==> src/rtl/altmst_pkg.sv <==
package altmst_pkg;
  typedef enum logic [2:0] {
    ST_IDLE,
    ST_REQ,
    ST_WAIT_FREE,
    ST_OWN,
    ST_RELEASE
  } acq_state_e;
endpackage

==> src/rtl/acq_rst_sync.sv <==
module acq_rst_sync #(
  parameter int STAGES = 2
) (
  input  logic clk,
  input  logic rst_n_i,
  output logic rst_n_o
);
  logic [STAGES-1:0] chain_q;

  always_ff @(posedge clk or negedge rst_n_i) begin
    if (!rst_n_i) chain_q <= '0;
    else          chain_q <= {chain_q[STAGES-2:0], 1'b1};
  end

  assign rst_n_o = chain_q[STAGES-1];
endmodule

==> src/rtl/acq_sync.sv <==
module acq_sync #(
  parameter int WIDTH  = 4,
  parameter int STAGES = 2
) (
  input  logic             clk,
  input  logic             rst_n,
  input  logic [WIDTH-1:0] d_i,
  output logic [WIDTH-1:0] q_o
);
  logic [WIDTH-1:0] stage_q [STAGES];

  for (genvar k = 0; k < STAGES; k++) begin : g_stage
    if (k == 0) begin : g_first
      always_ff @(posedge clk or negedge rst_n) begin
        if (!rst_n) stage_q[0] <= '0;
        else        stage_q[0] <= d_i;
      end
    end else begin : g_next
      always_ff @(posedge clk or negedge rst_n) begin
        if (!rst_n) stage_q[k] <= '0;
        else        stage_q[k] <= stage_q[k-1];
      end
    end
  end

  assign q_o = stage_q[STAGES-1];
endmodule

==> src/rtl/acq_fsm.sv <==
module acq_fsm
  import altmst_pkg::*;
#(
  parameter int ACK_W    = 2,
  parameter int REL_HOLD = 2
) (
  input  logic             clk,
  input  logic             rst_n,
  input  logic             pending_i,
  input  logic             grant_i,
  input  logic             strobe_i,
  input  logic [ACK_W-1:0] ack_i,
  input  logic             rival_i,
  output logic             req_o,
  output logic             own_o,
  output logic             claim_o
);
  localparam int REL_CNT_W = (REL_HOLD > 1) ? $clog2(REL_HOLD) : 1;
  localparam logic [REL_CNT_W-1:0] REL_LAST = REL_CNT_W'(REL_HOLD - 1);

  acq_state_e           state_q, state_d;
  logic [REL_CNT_W-1:0] rel_cnt_q, rel_cnt_d;
  logic                 rel_cnt_en;
  logic                 rel_done;
  logic                 bus_quiet;

  assign bus_quiet = !strobe_i && (ack_i == '0) && !rival_i;
  assign rel_done  = (rel_cnt_q == REL_LAST);

  // next-state process
  always_comb begin
    state_d = state_q;
    unique case (state_q)
      ST_IDLE:      if (pending_i) state_d = ST_REQ;
      ST_REQ:       if (grant_i)   state_d = ST_WAIT_FREE;
      ST_WAIT_FREE: begin
        if (!grant_i)       state_d = ST_REQ;
        else if (bus_quiet) state_d = ST_OWN;
      end
      ST_OWN:       if (!pending_i) state_d = ST_RELEASE;
      ST_RELEASE:   if (rel_done)   state_d = ST_IDLE;
      default:      state_d = ST_IDLE;
    endcase
  end

  // release gap counter: counts only while releasing, clears afterwards
  assign rel_cnt_en = (state_q == ST_RELEASE) || (rel_cnt_q != '0);
  assign rel_cnt_d  = ((state_q == ST_RELEASE) && !rel_done) ? rel_cnt_q + 1'b1 : '0;

  // register process
  always_ff @(posedge clk or negedge rst_n) begin
    if (!rst_n) state_q <= ST_IDLE;
    else        state_q <= state_d;
  end

  always_ff @(posedge clk or negedge rst_n) begin
    if (!rst_n)          rel_cnt_q <= '0;
    else if (rel_cnt_en) rel_cnt_q <= rel_cnt_d;
  end

  assign req_o   = (state_q == ST_REQ) || (state_q == ST_WAIT_FREE) || (state_q == ST_OWN);
  assign own_o   = (state_q == ST_OWN);
  assign claim_o = own_o;

  assert_idle_request_R2: assert property (@(posedge clk) disable iff (!rst_n)
    (state_q == ST_IDLE && pending_i) |=> req_o);

  assert_take_when_quiet_R3: assert property (@(posedge clk) disable iff (!rst_n)
    $rose(own_o) |-> $past(grant_i && !strobe_i && (ack_i == '0) && !rival_i));

  assert_own_holds_req_R6: assert property (@(posedge clk) disable iff (!rst_n)
    own_o |-> req_o);

  assert_grant_loss_R7: assert property (@(posedge clk) disable iff (!rst_n)
    (state_q == ST_WAIT_FREE && !grant_i) |=> !own_o);

  assert_tenure_kept_R8: assert property (@(posedge clk) disable iff (!rst_n)
    (own_o && pending_i) |=> (own_o && req_o));

  assert_release_together_R9: assert property (@(posedge clk) disable iff (!rst_n)
    (own_o && !pending_i) |=> (!req_o && !own_o && !claim_o));

  assert_request_gap_R10: assert property (@(posedge clk) disable iff (!rst_n)
    $fell(req_o) |=> !req_o);
endmodule

==> src/rtl/altmst_bus_acq.sv <==
module altmst_bus_acq #(
  parameter int ACK_W       = 2,
  parameter int SYNC_STAGES = 2,
  parameter int RST_STAGES  = 2,
  parameter int REL_HOLD    = 2
) (
  input  logic             clk,
  input  logic             rst_n,
  input  logic             xfer_pending_i,
  input  logic             grant_i,
  input  logic             strobe_i,
  input  logic [ACK_W-1:0] ack_i,
  input  logic             rival_claim_i,
  output logic             bus_req_o,
  output logic             own_en_o,
  output logic             claim_o
);
  localparam int SYNC_W = ACK_W + 2;

  logic              rst_n_int;
  logic [SYNC_W-1:0] async_vec;
  logic [SYNC_W-1:0] sync_vec;

  acq_rst_sync #(.STAGES(RST_STAGES)) u_rst (
    .clk     (clk),
    .rst_n_i (rst_n),
    .rst_n_o (rst_n_int)
  );

  assign async_vec = {grant_i, strobe_i, ack_i};

  acq_sync #(.WIDTH(SYNC_W), .STAGES(SYNC_STAGES)) u_sync (
    .clk   (clk),
    .rst_n (rst_n_int),
    .d_i   (async_vec),
    .q_o   (sync_vec)
  );

  acq_fsm #(.ACK_W(ACK_W), .REL_HOLD(REL_HOLD)) u_fsm (
    .clk       (clk),
    .rst_n     (rst_n_int),
    .pending_i (xfer_pending_i),
    .grant_i   (sync_vec[SYNC_W-1]),
    .strobe_i  (sync_vec[SYNC_W-2]),
    .ack_i     (sync_vec[ACK_W-1:0]),
    .rival_i   (rival_claim_i),
    .req_o     (bus_req_o),
    .own_o     (own_en_o),
    .claim_o   (claim_o)
  );

  assert_reset_quiet_R1: assert property (@(posedge clk)
    !rst_n_int |-> (!bus_req_o && !own_en_o && !claim_o));
endmodule

==> config.mk <==
export PLATFORM = sky130hd
export DESIGN_NAME = altmst_bus_acq
export DESIGN_NICKNAME = d
export VERILOG_FILES = /design/src/rtl/altmst_pkg.sv /design/src/rtl/acq_rst_sync.sv /design/src/rtl/acq_sync.sv /design/src/rtl/acq_fsm.sv /design/src/rtl/altmst_bus_acq.sv
export SDC_FILE = /design/constraint.sdc
export NUM_CORES = 1
export LEC_CHECK = 0
export ABC_CLOCK_PERIOD_IN_PS = 1400
export BUFFER_PORTS_ARGS = -buffer_cell sky130_fd_sc_hd__clkbuf_2
export CAP_MARGIN = 5
export CELL_PAD_IN_SITES_DETAIL_PLACEMENT = 0
export CELL_PAD_IN_SITES_GLOBAL_PLACEMENT = 1
export CORE_UTILIZATION = 26
export CTS_BUF_LIST = sky130_fd_sc_hd__clkbuf_2
export CTS_CLUSTER_SIZE = 40
export DETAILED_ROUTE_END_ITERATION = 6
export GPL_TIMING_DRIVEN = 0
export PLACE_DENSITY = 0.54
export SETUP_SLACK_MARGIN = 0.2
export SLEW_MARGIN = 5
export SYNTH_ARGS = -nofsm -noshare
export SYNTH_HDL_FRONTEND = slang
export SYNTH_HIERARCHICAL = 1
export SYNTH_SLANG_ARGS = --single-unit
==> constraint.sdc <==
create_clock -name clk -period 1.4 [get_ports clk]
set_input_delay 0.42 -clock clk [delete_from_list [all_inputs] [get_ports clk]]
set_output_delay 0.42 -clock clk [all_outputs]
set_load 0.02 [all_outputs]
==> results by group, run 1 <==
Cells and area
  • Final Cell Area: approximately 680 µm²
  • Final std cells w/o fill: 80
  • Ant. Diodes: 0
  • Layout cells sized above 1: about half
  • Final core utilization: roughly two fifths
  • # fillers: between 150 and 200
  • Nets@finish: between 60 and 70
  • Area Growth Syn to Fin: 35.8%

Placement
  • Final GP Congestion: ~0.7
  • Hpwl dp: ~490 µm
  • IO Port Bufs: 10
  • Placed cell count: roughly 70
  • Placed cell areas: approximately 600 µm²

Die
  • Site Rows: 15
  • Placeable Area: around 1800 µm²
  • Die Y: 46.0 µm
  • Die area: 2110 µm²
  • Starting density of the core: between 20% and 30%
  • Chip Width: 46.0 µm
  • Boundary pin count: 11

Timing
  • Final Cycle Share: 108%
  • Minimum clock period: approximately 1500 ps
  • RSZ-0062 raised after global routing: true
  • Peak Freq: between 600 and 700 MHz
  • PnR worst setup slack: -113 ps
  • Max Transition Viols Final: 0
  • Final Skew: around 4.4 ps
  • Fin. Hold Viols: 0
  • Final setup violation count: 3

Logic synthesis
  • Post-synthesis net count: 45
  • Area share of the largest cell type after synthesis: 69.7%
  • Synthesized cell area: roughly 500 µm²
  • Mean post-synth cell area: between 10 and 15 µm²
  • Sequential-to-total area share from yosys stat: 69.7%
  • Distinct cells, synth: 15
  • Synth Register Bits: 14
  • Largest cells by area after synthesis: dfrtp_1, buf_4, nor2_1, nor4b_2, a21oi_1
  • Yosys warning total: 6
  • Post-synth top area cell: dfrtp_1
  • Synth top cells by count: dfrtp_1, buf_4, nor2_1
  • Fraction of registers with async set/reset: 100%
  • Post-synth EDFFs: 0
  • Top FF cell, synth: dfrtp_1
  • Most common cell in the netlist: dfrtp_1
  • Cells after Synth: 37

Routing
  • Vias: around 300
  • First-pass detailed-route iteration total: 2
  • Routed Antenna Nets: 0
  • Post-route DRC: 0
  • Wire per inst: slightly below 9 µm
  • WL final: around 700 µm
  • DR iter-0 viols: 1
  • Via density: ~3.7

Run status
  • Failing checks: negative setup slack
  • Status: complete, but fails checks

GRT
  • Initial antenna violation count: 0
  • GR Overflow Total: 0
  • Largest net degree at the start of global routing: 13
  • First-pass GRT wire length: about 1.1 mm
  • Vias in the first global route: just under 300
  • Tot GR Track Use: ~8.3%

Power and ir drop
  • Maximum VDD drop: approximately 0.7 mV
  • P_int: 0.000809 W
  • Sw Share: between 30% and 40%
  • Sequential share of power: between 40% and 50%
  • Combinational share of power: 41.7%
  • Clk network pwr share: between 10 and 15%
  • Power Dens Cells: 1770 nW/µm²
  • Leak pwr: approximately 0.33 nW
  • NetSw: roughly 0.0004 W

Clock network
  • Clk sinks: 14
  • Num CTS Buffers: 3
  • CTS tree: yes
  • Clock Latency Late Sink: 260 ps
  • Clock root buffer master: clkbuf_2
  • Max Buffers Root-to-Sink: 2
  • Clock-pin slew on the worst setup and hold paths: roughly 120 ps
  • H-tree depth: 1

Worst hold path
  • Worst min path class: reg2async

Run
  • Max-Cap Viols: 0

Setup path
  • Crit. End Element: primary output
  • Crit path DAT: between 1000 and 1500 ps
  • Startpoint Class: register
  • Worst Path Required: a little under 1000 ps
  • WS Path Type: reg2out
  • Crit-path max FO: 4
## repair_timing
action,CTS,global route
hold buffers,1,0
endpoints found under the hold margin,2,0
pin swaps,4,1
endpoints found under the setup margin,4,4
gates cloned,0,0
buffers inserted,3,0
gates resized for setup,7,2
## final timing paths
kind / start / endpoint / slack, ps / cells after the start
worst max-delay path: u_fsm/state_q[0] / own_en_o / -110 / 5
worst min-delay path: u_rst/chain_q[1] / u_sync/stage_q[7] / 190 / 0
worst max register to register: u_sync/q_o[1] / u_fsm/state_q[0] / 270 / 4
worst min register to register: u_rst/chain_q[1] / u_sync/stage_q[7] / 190 / 0
max in group asynchronous: rst_n / u_rst/chain_q[0] / 850 / 2
min in group clk: grant_i / u_sync/stage_q[7] / 260 / 1
## critical path, stage by stage (launching register included)
cell	delay, ps
dfrtp_1	390
buf_6	130
nand2_4	60
nor2_4	40
buf_6	110
buf_8	110
## placed cells by master (no fill, tap or decap)
cell type      netlist  final
dfrtp_1             14     12
clkbuf_2             0     10
buf_4                6      8
nor2_1               4      3
buf_6                0      2
a21oi_1              2      2
dfrtp_2              0      2
clkinv_1             0      1
dlygate4sd3_1        0      1
buf_8                0      1
clkbuf_4             0      1
nand2_4              0      1
nor2_4               0      1
nor4b_2              1      1
nor3_1               1      1
or2_1                1      1
a211o_1              1      1
o41ai_2              0      1
nand2b_1             1      1
o211ai_1             1      1
mux2i_1              1      1
a211oi_1             1      1
conb_1               1      1
## kinds of logic (layout without fill, tap and decap cells)
kind of cell	count (synthesis)	count (layout)	share of synthesized area [%]
muxes	1	1	1.99
AOI/OAI and AO/OA	6	6	8.46
buffers and inverters	6	24	8.95
other	1	1	0.746
and+or+nand+nor	9	9	10.2
DFF	14	14	69.7
## area by class of cell
type	instances	area (µm²)	share of cell area [%]
multi-input combinational	17	130	19.0
timing repair buffer	14	97.6	14.3
sequential	14	353	51.6
clock buffer	3	15.0	2.20
tap	25	31.3	4.58
buffer	6	52.6	7.69
clock inverter	1	3.75	0.549
## power by group through the flow
stage               Clock [W]  Sequential [W]  Combinational [W]
CTS                  0.000192        0.000530           0.000499
global placement            0        0.000540           0.000365
finish               0.000177        0.000531           0.000505
detailed placement          0        0.000545           0.000369
global route         0.000215        0.000538           0.000544
floorplan                   0        0.000530           0.000293
## metrics by stage
stage               setup slack [ps]  hold slack (ps)  TNS, ps  power, W
detailed placement              55.4              198        0  0.000914
finish                          -113              194     -260   0.00121
global route                    -199              206     -531   0.00130
CTS                             -160              203     -371   0.00122
global placement                60.2              189        0  0.000905
floorplan                        128              124        0  0.000824
## layer usage
metal | GRT usage (%) | up-vias | wire, µm | part of all wire [%]
li1 | - | 156 | - | -
met1 | 9.45 | 134 | 288 | 41
met2 | 11.3 | 9 | 369 | 52
met3 | 3.57 | 0 | 48 | 6.8
met4 | 8.24 | 0 | 0 | 0
met5 | 0 | - | 0 | 0
## state kept, by name, summed over array words and instances, names as in the netlist
| name | cells |
|---|---|
| u_fsm/state_q | 3 |
| u_sync/q_o | 4 |
| u_rst/chain_q | 2 |
| u_fsm/rel_cnt_q | 1 |
| u_sync/stage_q | 4 |
Note: power is estimated with default switching activity, not from simulation.
==> inputs of run 2 (changes only) <==
--- a/config.mk
+++ b/config.mk
@@ -16,7 +16,7 @@
 export DETAILED_ROUTE_END_ITERATION = 6
 export GPL_TIMING_DRIVEN = 0
 export PLACE_DENSITY = 0.54
-export SETUP_SLACK_MARGIN = 0.2
+export SKIP_CTS_REPAIR_TIMING = 1
 export SLEW_MARGIN = 5
 export SYNTH_ARGS = -nofsm -noshare
 export SYNTH_HDL_FRONTEND = slang
==> run 2 against run 1 <==
Compared with the run above:
- the flow still finishes with violations (negative setup slack)
- sequential share of layout area increased by 0.88 points
- flip-flop and latch count unchanged
- setup slack got worse by 7.3 ps
- clock power decreased by 6%
- via count increased by 1.7%
- global-route usage decreased by 0.37 points
- sequential power increased by 0.9%
- critical path depth unchanged
- core utilization decreased by 0.78 points
- register-to-register slack got worse by 60 ps
- non-clock buffer count increased by 1
- largest power group unchanged
==> results by group, run 2 (same netlist as run 1, synthesis figures left out) <==
Placement
  • Placed cell areas: 587 µm² (-2.5%)
  • Placed cell count: 72 (unchanged)
  • Final GP Congestion: 0.675 (-3.6%)
  • Hpwl dp: 434 µm (-11%)
  • IO Port Bufs: 10 (unchanged)

Cells and area
  • Commonest non-fill, non-tap cell in the layout: dfrtp_1
  • Final core utilization: 37.9% (-0.78 points)
  • Most frequent cells in the layout: dfrtp_1, clkbuf_2, buf_4, buf_6, nor2_1
  • Final std cells w/o fill: 80 (unchanged)
  • Area Growth Syn to Fin: 33.1%
  • # fillers: 195 (+8.3%)
  • Nets@finish: 65 (+1.6%)
  • Layout cells sized above 1: 49.1% (-1.8 points)
  • Final Cell Area: 669 µm² (-2.0%)
  • Ant. Diodes: 0 (unchanged)

Clock network
  • Clock-pin slew on the worst setup and hold paths: 110 ps (about the same)
  • Max Buffers Root-to-Sink: 2 (unchanged)
  • CTS tree: yes
  • Clock Latency Late Sink: 250 ps (about the same)
  • Num CTS Buffers: 3 (unchanged)
  • Clk sinks: 14 (unchanged)
  • H-tree depth: 1 (unchanged)
  • Clock root buffer master: clkbuf_2

GRT
  • GR Overflow Total: 0 (unchanged)
  • Tot GR Track Use: 7.95% (-0.37 points)
  • Largest net degree at the start of global routing: 13 (unchanged)
  • First-pass GRT wire length: 1.11 mm (-2.5%)
  • Vias in the first global route: 273 (-5.9%)
  • Initial antenna violation count: 0 (unchanged)

Power and ir drop
  • Clk network pwr share: 14.0% (-0.6 points)
  • Sequential share of power: 45.0% (+1.2 points)
  • Combinational share of power: 41.0% (-0.7 points)
  • P_int: 0.000790 W (-2.3%)
  • NetSw: 0.000400 W (-1.0%)
  • Leak pwr: 0.326 nW (about the same)
  • Maximum VDD drop: 0.678 mV (-2.8%)
  • Pwr Total: 0.00119 W (-1.9%)
  • Sw Share: 33.6% (+0.29 points)
  • Power Dens Cells: 1780 nW/µm² (+0.13%)

Routing
  • First-pass detailed-route iteration total: 1 (-1)
  • Vias: 304 (+1.7%)
  • Post-route DRC: 0 (unchanged)
  • Via density: 3.80 (+1.7%)
  • Routed Antenna Nets: 0 (unchanged)
  • WL final: 714 µm (+1.1%)
  • Wire per inst: 8.93 µm (+1.1%)
  • DR iter-0 viols: 0 (-1)

Die
  • Starting density of the core: 28.5% (unchanged)
  • Die Y: 46.0 µm (unchanged)
  • Chip Width: 46.0 µm (unchanged)
  • Die area: 2110 µm² (unchanged)
  • Placeable Area: 1760 µm² (unchanged)
  • Site Rows: 15 (unchanged)
  • Boundary pin count: 11 (unchanged)

Run
  • Max-Cap Viols: 0 (unchanged)

Timing
  • Minimum clock period: 1520 ps (+7.26 ps)
  • RSZ-0062 raised after global routing: true
  • Fin. Hold Viols: 0 (unchanged)
  • Final Skew: 2.02 ps (-2.35 ps)
  • PnR worst setup slack: -121 ps (-7.26 ps)
  • Peak Freq: 658 MHz (-0.48%)
  • Final Cycle Share: 109% (+0.52 points)
  • Final setup violation count: 3 (unchanged)
  • Max Transition Viols Final: 0 (unchanged)

Setup path
  • Crit path DAT: 1100 ps (about the same)
  • WS Path Type: reg2out
  • Crit. End Element: primary output
  • Crit-path max FO: 8 (+4)
  • Worst Path Required: 980 ps (about the same)
  • Startpoint Class: register
  • R2r worst-path depth: 4 (unchanged)

Run status
  • Failing checks: negative setup slack
  • Status: complete, but fails checks

Worst hold path
  • Worst min path class: reg2async
run 2: cell types whose count changed in the layout (fill, tap and decap cells not counted), sizes merged:
cell,previous run,this run
clkinv,1,0
buf,11,13
clkbuf,11,10
run 2: cell type report:
type                    instances  area (µm²)  area share, %
plain buffers                   6        52.6           7.85
repair buffers                 15        96.3           14.4
flip-flops and latches         14         352           52.5
clock buffers                   3        15.0           2.24
multi-input cells              17         123           18.3
well taps                      25        31.3           4.67
run 2: worst paths after layout:
check / startpoint / to / slack (ps)
max: u_fsm/state_q[0] / own_en_o / -120
min: u_rst/chain_q[1] / u_fsm/rel_cnt_q / 200
max reg2reg: u_sync/q_o[1] / u_fsm/state_q[0] / 210
min reg2reg: u_rst/chain_q[1] / u_fsm/rel_cnt_q / 200
max in group asynchronous: rst_n / u_rst/chain_q[0] / 840
min in group clk: grant_i / u_sync/stage_q[7] / 260
run 2: critical path: stages, from the launching register on:
cell and delay, ps:
dfrtp_1 390, buf_6 130, nand2_4 60, nor2_4 30
buf_6 110, buf_6 120
run 2: power by group through the flow:
| stage | clock network [W] | logic, W | registers, W |
|---|---|---|---|
| 2_1_floorplan | 0 | 0.000259 | 0.000521 |
| 3_3_place_gp | 0 | 0.000335 | 0.000536 |
| 3_5_place_dp | 0 | 0.000334 | 0.000534 |
| 4_1_cts | 0.000180 | 0.000336 | 0.000526 |
| 5_1_grt | 0.000199 | 0.000532 | 0.000546 |
| 6_report | 0.000166 | 0.000488 | 0.000536 |
run 2: metrics by stage:
stage | worst slack, ps | hold slack (ps) | setup TNS [ps]
final | -121 | 198 | -253
after global routing | -191 | 218 | -486
after CTS | -269 | -100 | -564
after detailed placement | 62.3 | 201 | 0
after global placement | 48.5 | 202 | 0
after floorplan | 39.3 | 124 | 0
run 2: layer usage:
metal,vias to the layer above,share of wire [%],track usage [%]
met5,-,0,0
met4,0,0,7.06
met3,0,3.9,2.38
met2,10,51,9.86
met1,138,45,10.9
li1,156,-,-
==> inputs of run 3 (changes only) <==
--- a/config.mk
+++ b/config.mk
@@ -10,12 +10,13 @@
 export CAP_MARGIN = 5
 export CELL_PAD_IN_SITES_DETAIL_PLACEMENT = 0
 export CELL_PAD_IN_SITES_GLOBAL_PLACEMENT = 1
-export CORE_UTILIZATION = 26
+export CORE_AREA = 2 2 39 41
 export CTS_BUF_LIST = sky130_fd_sc_hd__clkbuf_2
 export CTS_CLUSTER_SIZE = 40
 export DETAILED_ROUTE_END_ITERATION = 6
+export DIE_AREA = 0 0 41 43
 export GPL_TIMING_DRIVEN = 0
-export PLACE_DENSITY = 0.54
+export PLACE_DENSITY = 0.72
 export SKIP_CTS_REPAIR_TIMING = 1
 export SLEW_MARGIN = 5
 export SYNTH_ARGS = -nofsm -noshare
==> run 3 against run 2 <==
Compared with the run above:
- the flow still finishes with violations (negative setup slack)
- critical path depth did not move
- die area is 17% lower
- via count did not move
- cell count fell by 10%
==> results by group, run 3 (same netlist as run 1, synthesis figures left out) <==
Power and ir drop
  • Leak pwr: 0.327 nW (+0.16%)
  • Maximum VDD drop: 0.718 mV (+5.8%)
  • Power Dens Cells: 1800 nW/µm² (+1.0%)
  • Pwr Total: 0.00119 W (-0.13%)

GRT
  • Met1 usage: 14.9% (+4.0 points)
  • GR met2 Demand/Resource: 9.69% (-0.17 points)
  • Tot GR Track Use: 9.10% (+1.2 points)
  • Vias in the first global route: 264 (-3.3%)
  • Top Usage Layer GRT: met1
  • GRT met3 Usage: 1.57% (-0.81 points)
  • GR Overflow Total: 0 (unchanged)
  • First-pass GRT wire length: 1.06 mm (-5.0%)
  • Initial antenna violation count: 0 (unchanged)
  • Largest net degree at the start of global routing: 13 (unchanged)

Setup path
  • Crit path DAT: 1110 ps (about the same)
  • Critical R2R Capture: u_fsm/state_q[0]
  • R2r startpoint: u_sync/q_o[1]
  • WS Path Type: reg2out
  • R2r worst-path depth: 4 (unchanged)
  • Crit. End Element: primary output
  • Crit-path max FO: 7 (-1)
  • Worst Path Required: 980 ps (about the same)
  • Startpoint Class: register
  • FF-to-FF setup slack: 200 ps (about the same)

Placement
  • Hpwl dp: 426 µm (-1.8%)
  • Final GP Congestion: 0.603 (-11%)
  • IO Port Bufs: 10 (unchanged)

Cells and area
  • Final core utilization: 47.8% (+9.9 points)
  • Area Growth Syn to Fin: 31.6%
  • Ant. Diodes: 0 (unchanged)
  • Sequential cell area: 352 µm² (unchanged)
  • Most frequent cells in the layout: dfrtp_1, clkbuf_2, buf_4, buf_6, nor2_1
  • Multi-input gate area: 123 µm² (unchanged)
  • Nets@finish: 65 (unchanged)
  • # fillers: 134 (-31%)
  • Commonest non-fill, non-tap cell in the layout: dfrtp_1
  • Layout cells sized above 1: 48.2% (-0.88 points)

Clock network
  • Max Buffers Root-to-Sink: 2 (unchanged)
  • Num CTS Buffers: 3 (unchanged)
  • Clock root buffer master: clkbuf_2
  • Clock-pin slew on the worst setup and hold paths: 120 ps (about the same)
  • CTS tree: yes
  • H-tree depth: 1 (unchanged)
  • Clk sinks: 14 (unchanged)
  • Clock Latency Late Sink: 250 ps (about the same)

Timing
  • RSZ-0062 raised after global routing: true
  • Fin. Hold Viols: 0 (unchanged)
  • Minimum clock period: 1530 ps (+5.51 ps)
  • Final Cycle Share: 109% (+0.39 points)
  • Peak Freq: 655 MHz (-0.36%)
  • Final Skew: 7.58 ps (+5.57 ps)
  • Final setup violation count: 3 (unchanged)
  • TNS Setup: -283 ps (-29.8 ps)
  • PnR worst setup slack: -126 ps (-5.51 ps)
  • Max Transition Viols Final: 0 (unchanged)

Routing
  • Vias: 304 (unchanged)
  • WL final: 591 µm (-17%)
  • Routed Antenna Nets: 0 (unchanged)
  • Post-route DRC: 0 (unchanged)
  • Via density: 4.22 (+11%)
  • DR iter-0 viols: 2 (+2)
  • First-pass detailed-route iteration total: 2 (+1)
  • Wire per inst: 8.21 µm (-8.0%)

Die
  • Chip Width: 41 µm (-11%)
  • Site Rows: 14 (-1)
  • Boundary pin count: 11 (unchanged)
  • Starting density of the core: 36.3% (+7.8 points)
  • Die Y: 43 µm (-6.5%)
  • Placeable Area: 1380 µm² (-22%)
  • Die area: 1760 µm² (-17%)

Run
  • Max-Cap Viols: 0 (unchanged)

Run status
  • Status: complete, but fails checks
  • Failing checks: negative setup slack

Worst hold path
  • Worst min path class: reg2async
==> run 3: power by group <==
| group | switching (W) | leakage, nW | internal [W] | total, W |
|---|---|---|---|---|
| Clock | 0.000109 | 0.0140 | 0.0000621 | 0.000171 |
| Combinational | 0.000215 | 0.146 | 0.000266 | 0.000481 |
| Sequential | 0.0000674 | 0.167 | 0.000468 | 0.000535 |
==> run 3: worst max-delay path by stage <==
| stage | startpoint | slack [ps] | end | depth (start not counted) |
|---|---|---|---|---|
| after floorplan | u_fsm/state_q[0] | 40 | own_en_o | 4 |
| after global placement | u_fsm/state_q[1] | 60 | own_en_o | 4 |
| after detailed placement | u_fsm/state_q[1] | 70 | own_en_o | 4 |
| after CTS | u_fsm/state_q[1] | -260 | own_en_o | 4 |
| after global routing | u_fsm/state_q[0] | -190 | own_en_o | 5 |
| final | u_fsm/state_q[0] | -130 | own_en_o | 5 |
==> run 3: worst max-delay path, stage by stage, from the launching register on <==
cell and delay, ps:
dfrtp_1 390, buf_6 130, nand2_4 70, nor2_4 40
buf_6 110, buf_6 120
==> run 3: area by class of cell <==
| type | instances | area share [%] |
|---|---|---|
| clock buffers | 3 | 2.27 |
| clock inverters | 1 | 0.567 |
| repair buffers | 15 | 14.6 |
| flip-flops and latches | 14 | 53.1 |
| well taps | 16 | 3.02 |
| multi-input cells | 17 | 18.5 |
| plain buffers | 6 | 7.94 |
==> run 3: metrics by stage <==
stage	setup WS [ps]	hold slack [ps]	std cells	cell area, µm²
floorplan	39.3	124	37	505
global placement	63.9	186	63	576
detailed placement	69.6	194	63	576
CTS	-257	-92.3	67	594
global route	-194	212	72	662
finish	-126	173	72	662
==> run 3: routing by layer <==
metal	up-vias	routed length [µm]	share of wire, %
met3	0	36	6.1
met4	0	0	0
li1	159	-	-
met1	138	275	47
met5	-	0	0
met2	7	279	47
